$ cat config.mk
export PLATFORM = sky130hd
export DESIGN_NAME = evt_bridge
export DESIGN_NICKNAME = d
export VERILOG_FILES = /design/src/rtl/evt_bridge_pkg.sv /design/src/rtl/evt_bridge_in.sv /design/src/rtl/evt_bridge_out.sv /design/src/rtl/evt_bridge_regs.sv /design/src/rtl/evt_bridge.sv
export SDC_FILE = /design/constraint.sdc
export NUM_CORES = 1
export LEC_CHECK = 0
export BUFFER_PORTS_ARGS = -buffer_cell sky130_fd_sc_hd__buf_2
export CORE_MARGIN = 5
export CORE_UTILIZATION = 40
export DETAILED_ROUTE_END_ITERATION = 10
export PLACE_DENSITY = 0.77
export SETUP_SLACK_MARGIN = 0.5
export SLEW_MARGIN = 20
export SYNTH_ARGS = -nofsm -noshare
export SYNTH_HDL_FRONTEND = slang
export SYNTH_SLANG_ARGS = --single-unit
$ cat constraint.sdc
create_clock -name clk_i -period 0.9 [get_ports clk_i]
set_input_delay 0.135 -clock clk_i [delete_from_list [all_inputs] [get_ports clk_i]]
set_output_delay 0.135 -clock clk_i [all_outputs]
set_load 0.02 [all_outputs]
$ cat src/rtl/evt_bridge_pkg.sv
package evt_bridge_pkg;
  localparam int unsigned BIT_PEND = 0;
  localparam int unsigned BIT_ACK  = 1;
  localparam int unsigned BIT_IEN  = 2;

  // word index taken from addr[3:2]
  typedef enum logic [1:0] {
    REG_CTRL = 2'd0,
    REG_H2S  = 2'd1,
    REG_S2H  = 2'd2,
    REG_STB  = 2'd3
  } reg_sel_e;
endpackage

$ cat src/rtl/evt_bridge_in.sv
module evt_bridge_in #(
  parameter int unsigned DATA_W = 16
) (
  input  logic              clk_i,
  input  logic              rst_ni,
  input  logic              evt_i,
  input  logic [DATA_W-1:0] evt_data_i,
  input  logic              ack_i,
  output logic              pending_o,
  output logic [DATA_W-1:0] value_o
);
  logic              pending_q;
  logic [DATA_W-1:0] value_q;

  // a new event has priority over a concurrent acknowledge
  always_ff @(posedge clk_i or negedge rst_ni) begin
    if (!rst_ni) begin
      pending_q <= 1'b0;
      value_q   <= '0;
    end else if (evt_i) begin
      pending_q <= 1'b1;
      value_q   <= evt_data_i;
    end else if (ack_i) begin
      pending_q <= 1'b0;
    end
  end

  assign pending_o = pending_q;
  assign value_o   = value_q;

  p_evt_latch_r2: assert property (@(posedge clk_i) disable iff (!rst_ni)
    evt_i |=> (pending_o && value_o == $past(evt_data_i)));
  p_ack_clear_r4: assert property (@(posedge clk_i) disable iff (!rst_ni)
    (ack_i && !evt_i) |=> !pending_o);
  p_race_keep_r5: assert property (@(posedge clk_i) disable iff (!rst_ni)
    (ack_i && evt_i) |=> pending_o);
  p_pend_hold_r6: assert property (@(posedge clk_i) disable iff (!rst_ni)
    (pending_o && !ack_i) |=> pending_o);
endmodule

$ cat src/rtl/evt_bridge_out.sv
module evt_bridge_out #(
  parameter int unsigned DATA_W = 16
) (
  input  logic              clk_i,
  input  logic              rst_ni,
  input  logic              stb_i,
  input  logic [DATA_W-1:0] val_i,
  output logic              evt_o,
  output logic [DATA_W-1:0] evt_data_o
);
  logic stb_d_q;

  always_ff @(posedge clk_i or negedge rst_ni) begin
    if (!rst_ni) stb_d_q <= 1'b0;
    else         stb_d_q <= stb_i;
  end

  assign evt_o      = stb_i & ~stb_d_q;
  assign evt_data_o = val_i;

  p_single_pulse_r8: assert property (@(posedge clk_i) disable iff (!rst_ni)
    evt_o |=> !evt_o);
  p_pulse_on_rise_r8: assert property (@(posedge clk_i) disable iff (!rst_ni)
    (!stb_i) |=> (evt_o == stb_i));
endmodule

$ cat src/rtl/evt_bridge_regs.sv
module evt_bridge_regs
  import evt_bridge_pkg::*;
#(
  parameter int unsigned DATA_W = 16,
  parameter int unsigned ADDR_W = 5
) (
  input  logic              clk_i,
  input  logic              rst_ni,
  input  logic              req_i,
  input  logic              we_i,
  input  logic [ADDR_W-1:0] addr_i,
  input  logic [DATA_W-1:0] wdata_i,
  output logic [DATA_W-1:0] rdata_o,
  input  logic              pending_i,
  input  logic [DATA_W-1:0] h2s_val_i,
  output logic              ack_o,
  output logic              irq_en_o,
  output logic [DATA_W-1:0] s2h_val_o,
  output logic              s2h_stb_o
);
  localparam int unsigned HI_W = ADDR_W - 4;

  reg_sel_e          sel;
  logic              mapped;
  logic              wr, rd;
  logic              irq_en_q, stb_q;
  logic [DATA_W-1:0] s2h_q, rdata_q, rd_mux;

  assign sel    = reg_sel_e'(addr_i[3:2]);
  assign mapped = (addr_i[ADDR_W-1:4] == HI_W'(0));
  assign wr     = req_i & we_i & mapped;
  assign rd     = req_i & ~we_i;
  assign ack_o  = wr && (sel == REG_CTRL) && wdata_i[BIT_ACK];

  always_comb begin
    rd_mux = '0;
    if (mapped) begin
      unique case (sel)
        REG_CTRL: begin
          rd_mux[BIT_PEND] = pending_i;
          rd_mux[BIT_IEN]  = irq_en_q;
        end
        REG_H2S: rd_mux    = h2s_val_i;
        REG_S2H: rd_mux    = s2h_q;
        REG_STB: rd_mux[0] = stb_q;
        default: rd_mux    = '0;
      endcase
    end
  end

  always_ff @(posedge clk_i or negedge rst_ni) begin
    if (!rst_ni) begin
      irq_en_q <= 1'b0;
      s2h_q    <= '0;
      stb_q    <= 1'b0;
      rdata_q  <= '0;
    end else begin
      if (wr) begin
        unique case (sel)
          REG_CTRL: irq_en_q <= wdata_i[BIT_IEN];
          REG_S2H:  s2h_q    <= wdata_i;
          REG_STB:  stb_q    <= wdata_i[0];
          default:  ;
        endcase
      end
      if (rd) rdata_q <= rd_mux;
    end
  end

  assign rdata_o   = rdata_q;
  assign irq_en_o  = irq_en_q;
  assign s2h_val_o = s2h_q;
  assign s2h_stb_o = stb_q;

  p_rdata_hold_r11: assert property (@(posedge clk_i) disable iff (!rst_ni)
    !rd |=> $stable(rdata_o));
  p_unmapped_wr_r10: assert property (@(posedge clk_i) disable iff (!rst_ni)
    (req_i && we_i && !mapped) |=> ($stable(s2h_val_o) && $stable(s2h_stb_o) && $stable(irq_en_o)));
endmodule

$ cat src/rtl/evt_bridge.sv
module evt_bridge #(
  parameter int unsigned DATA_W = 16,
  parameter int unsigned ADDR_W = 5
) (
  input  logic              clk_i,
  input  logic              rst_ni,
  input  logic              req_i,
  input  logic              we_i,
  input  logic [ADDR_W-1:0] addr_i,
  input  logic [DATA_W-1:0] wdata_i,
  output logic [DATA_W-1:0] rdata_o,
  input  logic              hw_evt_i,
  input  logic [DATA_W-1:0] hw_evt_data_i,
  output logic              irq_o,
  output logic              sw_evt_o,
  output logic [DATA_W-1:0] sw_evt_data_o
);
  logic              pending, ack, irq_en, stb;
  logic [DATA_W-1:0] h2s_val, s2h_val;

  evt_bridge_regs #(.DATA_W(DATA_W), .ADDR_W(ADDR_W)) u_regs (
    .clk_i     (clk_i),
    .rst_ni    (rst_ni),
    .req_i     (req_i),
    .we_i      (we_i),
    .addr_i    (addr_i),
    .wdata_i   (wdata_i),
    .rdata_o   (rdata_o),
    .pending_i (pending),
    .h2s_val_i (h2s_val),
    .ack_o     (ack),
    .irq_en_o  (irq_en),
    .s2h_val_o (s2h_val),
    .s2h_stb_o (stb)
  );

  evt_bridge_in #(.DATA_W(DATA_W)) u_in (
    .clk_i      (clk_i),
    .rst_ni     (rst_ni),
    .evt_i      (hw_evt_i),
    .evt_data_i (hw_evt_data_i),
    .ack_i      (ack),
    .pending_o  (pending),
    .value_o    (h2s_val)
  );

  evt_bridge_out #(.DATA_W(DATA_W)) u_out (
    .clk_i      (clk_i),
    .rst_ni     (rst_ni),
    .stb_i      (stb),
    .val_i      (s2h_val),
    .evt_o      (sw_evt_o),
    .evt_data_o (sw_evt_data_o)
  );

  assign irq_o = pending & irq_en;

  p_polled_quiet_r7: assert property (@(posedge clk_i) disable iff (!rst_ni)
    (!irq_en && !(req_i && we_i)) |=> (!irq_o || irq_en));
endmodule

==> impl_summary.txt, run 1 <==
----------------------------------------------------
[Routing]
  Via-per-instance ratio ... 5.065
  Drt pass-1 iters ... 4
  Antenna viol nets, final ... 0
  Iteration-0 DRC Markers ... 47
  DRC violations left ... 0
  Routed length per instance ... approximately 18 um
  Final wirelength ... 6741 um
  Total number of vias ... 1859

[Power]
  P_sw ... 0.001997 W
  Post-layout power ... about 0.0069 W
  Relative contribution of combinational cells to total power ... 37.1%
  Internal Dissipation ... 0.004877 W
  Switching portion of total power ... ~29%
  Power per cell area ... between 1500 and 2000 mW/mm^2
  IR drop worst, VDD ... around 1100 uV
  Leakage power ... 1.868 nW
  Sequential fraction of design power ... a little over two fifths
  Relative contribution of the clock network to total power ... ~20%

[Yosys]
  Primary FF master, synth ... dfrtp_1
  Number of distinct library cells after synthesis ... 23
  Synth Register Bits ... 52
  Leading cell types by total area after synthesis ... dfrtp_1, mux2_2, a22oi_1, o21ai_2, nand2_1
  Leading area contributor after synthesis ... dfrtp_1
  Syn_nets ... between 200 and 250
  Syn. warnings ... 0
  Top-area cell type share of the netlist area ... about 59%
  Number of standard cells after synthesis ... ~160
  Most numerous cell types in the synthesized netlist ... dfrtp_1, mux2_2, nand2_1
  Sequential-to-total area share from yosys stat ... roughly 60%
  Netlist area before placement ... between 0.002 and 0.0025 mm^2
  Number of synthesized flops with an enable pin ... 0
  Library cell with the highest instance count after synthesis ... dfrtp_1
  Mean instance size in the synthesized netlist ... roughly 13 um^2
  Async SR Flop Fraction ... 100.0%

[Final layout]
  Final instance count without filler cells ... about 370
  Net total in the final layout ... between 300 and 400
  Final standard cell area without fillers ... 0.003845 mm^2
  Fraction of layout instances using a drive strength above 1 ... approximately 80%
  ANT cells ... 0
  Area added between synthesis and finish ... 73.71%
  Core occupancy in the finished layout ... 70.69%

[Global routing]
  Vias in the first global route ... between 2000 and 2500
  Global-route wire length before repair ... roughly 11000 um
  Antenna violations before repair ... 0
  Total routing resource utilization after global routing ... around a fifth
  Global-route congestion overflow total ... 0
  Maximum number of pins on one net before global-route repair ... between 50 and 60

[Clocking]
  TritonCTS clock tree ... done
  Clock sink total ... 52
  H-tree depth ... 2
  Total clock buffers created by CTS ... 5
  CTS max path bufs ... 2
  Worst-skew pair later-pin latency ... about 300 ps
  Root buffer cell ... clkbuf_8
  Clock-pin slew of the registers on the worst-case setup and hold paths ... approximately 90 ps

[Floorplan]
  Number of rows created at floorplan ... 27
  CORE AREA ... 0.005439 mm^2
  Top-level I/O count ... 76
  Overall die width ... about 84 um
  Die H ... approximately 84 um
  Initial Utilization ... between 40% and 50%
  Die area ... just over 0.007 mm^2

[Placed design]
  Placed wire-length estimate ... 3824 um
  I/O Buffers ... 73
  Instance area after placement ... ~0.0030 mm^2
  RePlAce Congestion ... about 0.86
  Placed Cells ... between 300 and 400

[Setup path]
  Most used cell along the critical path ... buf_6
  Worst path required time ... 760 ps
  CP Class ... flip-flop to primary output
  Cell-by-cell listing of the critical path ... buf_6 > nor2b_4 > buf_6
  WP data arrival ... between 1000 and 1500 ps
  Peak fanout along the critical path ... 2
  CP peak stage delay ... 400 ps
  Critical path buffers and inverters ... 2
  Endpoint type of the worst setup path ... primary output
  Family with the most delay on the worst path ... flip-flops
  Worst-path cell with the longest stage delay ... dfrtp_1
  CP Launch Type ... flip-flop

[STA]
  Smallest setup slack after layout ... -292.0 ps
  Highest attainable clock frequency ... between 0.8 and 0.9 GHz
  Post-route fraction of the period consumed by the critical path ... 132.4%
  Max Transition Viols Final ... 0
  Crit path time final ... roughly 1200 ps
  Rel. slew slack ... between 70 and 80%
  Number of hold violations in the final report ... 52
  Fin Clk Skew ... roughly 2.5 ps
  Actual slew at the worst max-slew pin ... a little over 400 ps
  Setup repair after global routing missed its margin ... yes
  Worst hold slack ... -186.2 ps
  Setup violation total in the final timing report ... 61

[Outcome]
  Status ... finished with violations
  Violated checks ... hold timing, setup timing

[Hold path]
  Worst hold-check path type ... input pin to asynchronous set/reset pin

[Job]
  Number of max-capacitance violations reported ... 0

----------------------------------------------------
[metal layers]
metal  global-route usage [%]  vias up  routed length, um
met5                        0        -                  0
li1                         -      849                  -
met2                    35.72       64               3591
met1                    23.20      932               2679
met3                    4.514       14                323
met4                    6.187        0                146
[cell families (layout without fill, tap and decap cells)]
| family | count (synthesis) | in the layout | share of synthesized area, % |
|---|---|---|---|
| compound gates | 35 | 35 | 12.04 |
| fa+ha+maj | 5 | 5 | 2.826 |
| buf+inv | 13 | 142 | 3.335 |
| flops | 52 | 52 | 58.79 |
| mux | 34 | 34 | 17.30 |
| simple gates | 25 | 27 | 5.709 |
[cell type report]
cell class | instances | area [um^2]
clock inverters | 2 | 10.01
flip-flops and latches | 52 | 1329
well taps | 72 | 90.09
repair buffers | 131 | 1169
clock buffers | 6 | 82.58
fillers | 385 | 1594
inverters | 3 | 28.78
multi-input cells | 101 | 1136
[stage by stage]
stage / hold WS, ps / TNS (ps) / setup slack, ps
finish: -186.2 / -4465 / -292.0
global route: -168.6 / -6153 / -333.0
CTS: -173.8 / -4244 / -289.0
detailed placement: 154.3 / -14280 / -490.6
global placement: 148.8 / -13590 / -450.3
floorplan: -160.6 / -4910 / -197.0
[cell usage in the layout, fill, tap and decap left out, types with 2 or more instances in the layout]
master and n:
buf_6 56, buf_2 36, mux2_4 34, buf_4 33
dfrtp_1 30, dfrtp_2 22, nand2_1 18, a22oi_2 15
o21ai_2 12, clkbuf_8 6, buf_12 4, o21ai_1 3
or3b_4 2, nand2_8 2, ha_4 2, ha_1 2
clkinv_2 2, buf_8 2
[flip-flops by register name, indices dropped and copies added, names as in the netlist]
signal	flops
u_regs.s2h_stb_o	1
u_in.value_o	16
u_regs.irq_en_o	1
u_out.stb_d_q	1
u_regs.s2h_val_o	16
u_in.pending_o	1
u_regs.rdata_o	16
[power by group through the flow]
stage | Sequential [W] | Clock, W | Combinational (W)
floorplan | 0.00318 | 0 | 0.000630
global route | 0.00301 | 0.00151 | 0.00268
CTS | 0.00294 | 0.00140 | 0.00246
global placement | 0.00293 | 0 | 0.00144
finish | 0.00297 | 0.00136 | 0.00255
detailed placement | 0.00295 | 0 | 0.00147
[path summary, 6_finish.rpt]
| path | cells past startpoint | end | slack [ps] | startpoint |
|---|---|---|---|---|
| max in group asynchronous | 2 | u_regs.s2h_val_o[13] | 820 | rst_ni |
| hold reg to reg | 2 | u_regs.rdata_o[10] | 510 | u_regs.rdata_o[10] |
| setup reg to reg | 5 | u_regs.rdata_o[0] | -230 | u_regs.s2h_stb_o |
| setup / recovery | 3 | sw_evt_o | -290 | u_regs.s2h_stb_o |
| hold / removal | 2 | u_regs.s2h_val_o[10] | -190 | rst_ni |
| min in group clk_i | 2 | u_in.value_o[8] | 60 | hw_evt_data_i[8] |
[timing repair]
action / 4_1_cts / 5_1_grt
setup endpoints to repair: 86 / 86
gates cloned: 2 / 0
endpoints found under the hold margin: 52 / 52
buffers inserted: 28 / 9
resized for setup: 137 / 1
pin swaps: 32 / 3
(Power assumes the default switching activity.)
==> run 2, diff against run 1 <==
--- a/config.mk
+++ b/config.mk
@@ -6,12 +6,15 @@
 export NUM_CORES = 1
 export LEC_CHECK = 0
 export BUFFER_PORTS_ARGS = -buffer_cell sky130_fd_sc_hd__buf_2
+export CELL_PAD_IN_SITES_DETAIL_PLACEMENT = 2
+export CELL_PAD_IN_SITES_GLOBAL_PLACEMENT = 2
 export CORE_MARGIN = 5
-export CORE_UTILIZATION = 40
+export CORE_UTILIZATION = 30
 export DETAILED_ROUTE_END_ITERATION = 10
-export PLACE_DENSITY = 0.77
+export PLACE_DENSITY = 0.84
 export SETUP_SLACK_MARGIN = 0.5
 export SLEW_MARGIN = 20
 export SYNTH_ARGS = -nofsm -noshare
 export SYNTH_HDL_FRONTEND = slang
+export SYNTH_HIERARCHICAL = 1
 export SYNTH_SLANG_ARGS = --single-unit
==> run 2 against run 1 <==
The run still ends with hold timing, setup timing left. Clock power is 4% higher. Clock-buffer cell count is 1 higher. Hold slack worse by 4.5 ps. Non-clock buffer count is 8 lower. Cell count is 6.3% higher. Global-route usage is 3.2 points lower. Maximum frequency is 0.85% lower. Register-to-register slack worse by 60 ps. First-iteration DRC count is 19% lower. Sequential share of layout area is 0.45 points lower. Critical endpoint unchanged. Largest cell class unchanged.
==> impl_summary.txt, run 2 <==
----------------------------------------------------
[Power]
  Power per cell area ... 1806 mW/mm^2
  IR drop worst, VDD ... about 650 uV
  Leakage power ... ~1.9 nW

[Routing]
  Antenna viol nets, final ... 0
  Final wirelength ... between 7000 and 8000 um
  DRC violations left ... 0
  Drt pass-1 iters ... 4
  Routed length per instance ... between 20 and 25 um
  Iteration-0 DRC Markers ... 38
  Via-per-instance ratio ... 4.633
  Total number of vias ... about 1800

[Floorplan]
  Die area ... a little under 0.01 mm^2
  CORE AREA ... about 0.0078 mm^2
  Top-level I/O count ... between 70 and 80
  Die H ... around 100 um
  Overall die width ... a little under 100 um
  Number of rows created at floorplan ... 32
  Initial Utilization ... roughly 31%

[Global routing]
  Antenna violations before repair ... 0
  Maximum number of pins on one net before global-route repair ... 53
  Total routing resource utilization after global routing ... 16.55%
  Vias in the first global route ... roughly 2200
  Global-route wire length before repair ... about 12000 um
  Global-route congestion overflow total ... 0

[Clocking]
  Clock-pin slew of the registers on the worst-case setup and hold paths ... ~100 ps
  H-tree depth ... 2
  Root buffer cell ... clkbuf_8
  TritonCTS clock tree ... done
  Clock sink total ... 52
  Total clock buffers created by CTS ... 5
  CTS max path bufs ... 2
  Worst-skew pair later-pin latency ... roughly 310 ps

[Final layout]
  Highest-count cells in the layout ignoring fill and taps ... buf_6, dfrtp_1, buf_2
  Net total in the final layout ... around 330
  Area added between synthesis and finish ... 59.74%
  ANT cells ... 0
  Layout fillers ... 753
  Most common cell after layout, fill and taps aside ... buf_6
  Fraction of layout instances using a drive strength above 1 ... approximately three quarters
  Final standard cell area without fillers ... roughly 0.0038 mm^2

[Placed design]
  I/O Buffers ... 73
  Placed wire-length estimate ... between 4000 and 5000 um
  RePlAce Congestion ... between 0.7 and 0.8
  Instance area after placement ... 0.002983 mm^2

[Yosys]
  Async SR Flop Fraction ... between 90% and 100%
  Number of distinct library cells after synthesis ... 26
  Top-area cell type share of the netlist area ... a little over half
  Mean instance size in the synthesized netlist ... approximately 13 um^2
  Number of synthesized flops with an enable pin ... 0
  Syn_nets ... 228
  Netlist area before placement ... approximately 0.0024 mm^2
  Sequential-to-total area share from yosys stat ... between 50% and 60%
  Synth Register Bits ... 52
  Most numerous cell types in the synthesized netlist ... dfrtp_1, mux2_2, nand2_1
  Library cell with the highest instance count after synthesis ... dfrtp_1
  Primary FF master, synth ... dfrtp_1
  Syn. warnings ... 6
  Leading cell types by total area after synthesis ... dfrtp_1, mux2_2, mux2_4, buf_4, a22oi_1
  Number of standard cells after synthesis ... ~180
  Leading area contributor after synthesis ... dfrtp_1

[Setup path]
  Reg-to-reg critical path endpoint ... u_regs/rdata_o[0]
  CP Class ... flip-flop to primary output
  Worst r2r src ... u_regs/s2h_stb_o
  Critical path buffers and inverters ... 2
  Peak fanout along the critical path ... 2
  WP data arrival ... 1070 ps
  Family with the most delay on the worst path ... flip-flops
  Worst-path cell with the longest stage delay ... dfrtp_1
  Setup slack of the most critical reg-to-reg path ... -290 ps
  Most used cell along the critical path ... buf_6
  Endpoint of the worst setup timing path ... sw_evt_o
  Endpoint type of the worst setup path ... primary output
  CP peak stage delay ... ~400 ps
  Depth of the worst register-to-register path ... 4
  Logic depth of the worst setup path including buffers ... 3
  CP Launch Type ... flip-flop
  Worst path required time ... between 700 and 800 ps
  Launching instance or port of the critical path ... u_regs/s2h_stb_o
  Cell-by-cell listing of the critical path ... buf_6 > nor2b_4 > buf_6

[STA]
  Post-route fraction of the period consumed by the critical path ... 133.6%
  Number of hold violations in the final report ... 52
  Setup violation total in the final timing report ... 53
  Max Transition Viols Final ... 0
  Worst hold slack ... -190.8 ps
  Setup repair after global routing missed its margin ... yes
  Actual slew at the worst max-slew pin ... 369.8 ps
  Highest attainable clock frequency ... slightly above 0.8 GHz
  Rel. slew slack ... between 70% and 80%
  Smallest setup slack after layout ... -302.2 ps
  Crit path time final ... 1202 ps
  Fin Clk Skew ... about 4 ps

[Outcome]
  Violated checks ... hold timing, setup timing
  Status ... finished with violations

[Hold path]
  Worst hold-check path type ... input pin to asynchronous set/reset pin

[Job]
  Number of max-capacitance violations reported ... 0

----------------------------------------------------
## run 2: worst reg2reg max path: cells and delay by family, from the launching register on
family                 cells  cell delay, ps
AOI/OAI and AO/OA          3             520
DFF                        1             410
buffers and inverters      1             140
## run 2: worst min path at each step
stage | startpoint | endpoint | depth (start not counted)
6_report | rst_ni | u_regs/s2h_val_o[1] | 2
5_1_grt | rst_ni | u_regs/s2h_val_o[1] | 2
4_1_cts | rst_ni | u_regs/s2h_val_o[5] | 2
3_5_place_dp | rst_ni | u_regs/s2h_val_o[5] | 2
3_3_place_gp | rst_ni | u_regs/s2h_val_o[5] | 2
2_1_floorplan | rst_ni | u_in/pending_o | 0
## run 2: layout make-up
class / instances / area [um^2] / share of cell area [%]
sequential: 52 / 1309 / 34.11
multi-input combinational: 101 / 1142 / 29.77
timing repair buffer: 123 / 1132 / 29.51
tap: 102 / 127.6 / 3.326
clock buffer: 7 / 86.33 / 2.250
inverter: 4 / 32.53 / 0.8477
clock inverter: 1 / 7.507 / 0.1956
## run 2: cells by family after synthesis
group                      synth area share [%]
DFF                                       54.17
buffers and inverters                     9.166
adders and majority gates                 2.604
muxes                                     17.34
AOI/OAI and AO/OA                         11.15
and+or+nand+nor                           5.573
## run 2: stage by stage
stage	TNS, ps	util [%]	power, W	setup slack, ps	cells
after global placement	-14140	38.40	0.004394	-460.9	347
after global routing	-6828	49.40	0.007282	-341.5	390
after detailed placement	-15360	38.40	0.004478	-518.7	347
after CTS	-4778	47.97	0.006869	-313.3	382
after floorplan	-4585	-	0.004187	-197.0	181
final	-4903	49.40	0.006932	-302.2	390
## run 2: layer usage
metal | share of wire (%) | up-vias | track usage [%]
li1 | - | 830 | -
met1 | 42 | 925 | 20.54
met2 | 53 | 48 | 29.65
met3 | 4.3 | 4 | 3.647
met4 | 0.55 | 0 | 3.046
met5 | 0 | - | 0
## run 2: report_power, final
group	total, W	internal (W)	leakage [nW]	switching [W]
registers	0.00293	0.00265	0.639	0.000276
logic	0.00258	0.00156	1.17	0.00102
clock network	0.00142	0.000627	0.0445	0.000794
## run 2: timing repair
| item | CTS | global route |
|---|---|---|
| endpoints found under the hold margin | 52 | 52 |
| endpoints found under the setup margin | 86 | 86 |
| pin swaps | 18 | 12 |
| setup buffers | 25 | 8 |
| resized for setup | 126 | 13 |
| cloned | 2 | 0 |
==> run 3, diff against run 2 <==
==> constraint.sdc (replaced) <==
create_clock -name clk_i -period 0.9 [get_ports clk_i]
set_input_delay 0.045 -clock clk_i [delete_from_list [all_inputs] [get_ports clk_i]]
set_output_delay 0.045 -clock clk_i [all_outputs]
set_load 0.02 [all_outputs]
==> run 3 against run 2 <==
The run still ends with hold timing, setup timing left. Cell count fell by 0.77%. Non-clock buffer count fell by 3. Power rose by 0.69%. Register-to-register slack improved by 50 ps. Design area fell by 0.82%. Via count fell by 0.94%. First-iteration DRC count fell by 42%. Worst setup slack improved by 55 ps.
==> impl_summary.txt, run 3 (same netlist as run 2, synthesis figures left out) <==
----------------------------------------------------
[Outcome]
  Status ... finished with violations
  Violated checks ... hold timing, setup timing

[Routing]
  Drt pass-1 iters ... 4
  Antenna viol nets, final ... 0
  Routed length per instance ... around 20 um
  Final wirelength ... approximately 7600 um
  DRC violations left ... 0
  Via-per-instance ratio ... ~4.6
  Iteration-0 DRC Markers ... 22
  Total number of vias ... approximately 1800

[Power]
  Relative contribution of combinational cells to total power ... 33.3%
  Relative contribution of the clock network to total power ... around 24%
  Power per cell area ... roughly 1800 mW/mm^2
  Post-layout power ... roughly 0.0070 W
  P_sw ... around 0.002 W
  Internal Dissipation ... about 0.0050 W
  IR drop worst, VDD ... about 700 uV
  Switching portion of total power ... ~29%
  Leakage power ... 1.844 nW
  Sequential fraction of design power ... between 40% and 50%

[Setup path]
  Cell-by-cell listing of the critical path ... buf_6 > nor2b_4 > buf_6
  Peak fanout along the critical path ... 2
  Worst r2r src ... u_regs/s2h_stb_o
  CP peak stage delay ... 430 ps
  Critical path buffers and inverters ... 2
  Reg-to-reg critical path endpoint ... u_regs/s2h_stb_o
  Endpoint type of the worst setup path ... primary output
  Family with the most delay on the worst path ... flip-flops
  Worst path required time ... between 800 and 900 ps
  Most used cell along the critical path ... buf_6
  Setup slack of the most critical reg-to-reg path ... -240 ps
  Worst-path cell with the longest stage delay ... dfrtp_1
  Depth of the worst register-to-register path ... 4
  CP Launch Type ... flip-flop
  CP Class ... flip-flop to primary output
  WP data arrival ... around 1100 ps

[Floorplan]
  Overall die width ... around 100 um
  Top-level I/O count ... 76
  Initial Utilization ... a little over 30%
  Number of rows created at floorplan ... 32
  CORE AREA ... 0.007767 mm^2
  Die area ... 0.009897 mm^2
  Die H ... between 90 and 100 um

[Global routing]
  Total routing resource utilization after global routing ... 15.63%
  Vias in the first global route ... 2096
  Antenna violations before repair ... 0
  Global-route congestion overflow total ... 0
  Global-route wire length before repair ... 11840 um
  Maximum number of pins on one net before global-route repair ... 53

[Placed design]
  RePlAce Congestion ... between 0.7 and 0.8
  Placed wire-length estimate ... slightly below 5000 um
  I/O Buffers ... 73

[Clocking]
  Root buffer cell ... clkbuf_8
  Clock sink total ... between 50 and 60
  Worst-skew pair later-pin latency ... 300 ps
  Total clock buffers created by CTS ... 5
  CTS max path bufs ... 2
  Clock-pin slew of the registers on the worst-case setup and hold paths ... about 100 ps
  H-tree depth ... 2
  TritonCTS clock tree ... done

[STA]
  Actual slew at the worst max-slew pin ... 299.6 ps
  Setup violation total in the final timing report ... 26
  Max Transition Viols Final ... 0
  Smallest setup slack after layout ... -247.1 ps
  Highest attainable clock frequency ... a little under 0.9 GHz
  Crit path time final ... around 1100 ps
  Post-route fraction of the period consumed by the critical path ... 127.5%
  Setup repair after global routing missed its margin ... yes
  Rel. slew slack ... about four fifths
  Number of hold violations in the final report ... 84
  Worst hold slack ... -272.6 ps
  Fin Clk Skew ... between 9 and 10 ps

[Final layout]
  Area taken by multi-input logic gates ... 0.001135 mm^2
  FF/Latch Area ... around 0.0013 mm^2
  ANT cells ... 0
  Fraction of layout instances using a drive strength above 1 ... 74.04%
  Layout fillers ... roughly 760
  Net total in the final layout ... 331
  Most common cell after layout, fill and taps aside ... buf_6
  Area added between synthesis and finish ... 58.44%
  Highest-count cells in the layout ignoring fill and taps ... buf_6, dfrtp_1, buf_2

[Hold path]
  Worst hold-check path type ... input pin to asynchronous set/reset pin

[Job]
  Number of max-capacitance violations reported ... 0

----------------------------------------------------
[run 3: what timing repair did]
item | 4_1_cts | 5_1_grt
hold endpoints to repair | 86 | 86
gates cloned | 2 | 0
setup buffers | 19 | 10
gates resized for setup | 121 | 9
setup endpoints to repair | 86 | 86
pin swaps | 19 | 11
[run 3: layout make-up]
| type | count | share of cell area, % |
|---|---|---|
| Clock buffer | 6 | 2.170 |
| Clock inverter | 2 | 1.019 |
| Inverter | 4 | 0.8547 |
| Multi-Input combinational cell | 101 | 29.82 |
| Sequential cell | 52 | 34.42 |
| Tap cell | 102 | 3.353 |
| Timing Repair Buffer | 120 | 28.37 |
[run 3: worst max path at each step]
stage	from	end	slack, ps	cells past startpoint
2_1_floorplan	addr_i[2]	u_regs/rdata_o[10]	-110	5
3_3_place_gp	addr_i[2]	u_regs/rdata_o[14]	-370	5
3_5_place_dp	addr_i[2]	u_regs/rdata_o[12]	-490	5
4_1_cts	u_regs/s2h_stb_o	sw_evt_o	-230	3
5_1_grt	u_regs/s2h_stb_o	sw_evt_o	-300	3
6_report	u_regs/s2h_stb_o	sw_evt_o	-250	3
[run 3: routing by layer]
metal | up-vias | track usage, % | wire (um)
met5 | - | 0 | 0
met1 | 901 | 20.21 | 3251
met2 | 58 | 27.22 | 3890
met3 | 6 | 3.506 | 417
li1 | 825 | - | -
met4 | 0 | 2.521 | 48
[run 3: stage by stage]
stage	utilization, %	area, um^2	setup WS [ps]	instances	setup TNS, ps
after floorplan	-	2606	-107.0	181	-2120
after global placement	38.50	2990	-368.1	348	-10910
after detailed placement	38.50	2990	-493.3	348	-12110
after CTS	47.63	3700	-232.7	377	-1876
after global routing	49.00	3806	-302.7	387	-3387
final	49.00	3806	-247.1	387	-1650
[run 3: worst register-to-register path: cells and delay by family, from the launching register on]
kind | cells | cell delay [ps]
buffers and inverters | 3 | 350
DFF | 1 | 430
muxes | 1 | 250
[run 3: power groups by stage]
stage | logic [W] | clock network, W | registers, W
2_1_floorplan | 0.00123 | 0 | 0.00295
3_3_place_gp | 0.00147 | 0 | 0.00292
3_5_place_dp | 0.00152 | 0 | 0.00294
4_1_cts | 0.00218 | 0.00178 | 0.00296
5_1_grt | 0.00246 | 0.00187 | 0.00301
6_report | 0.00233 | 0.00170 | 0.00296
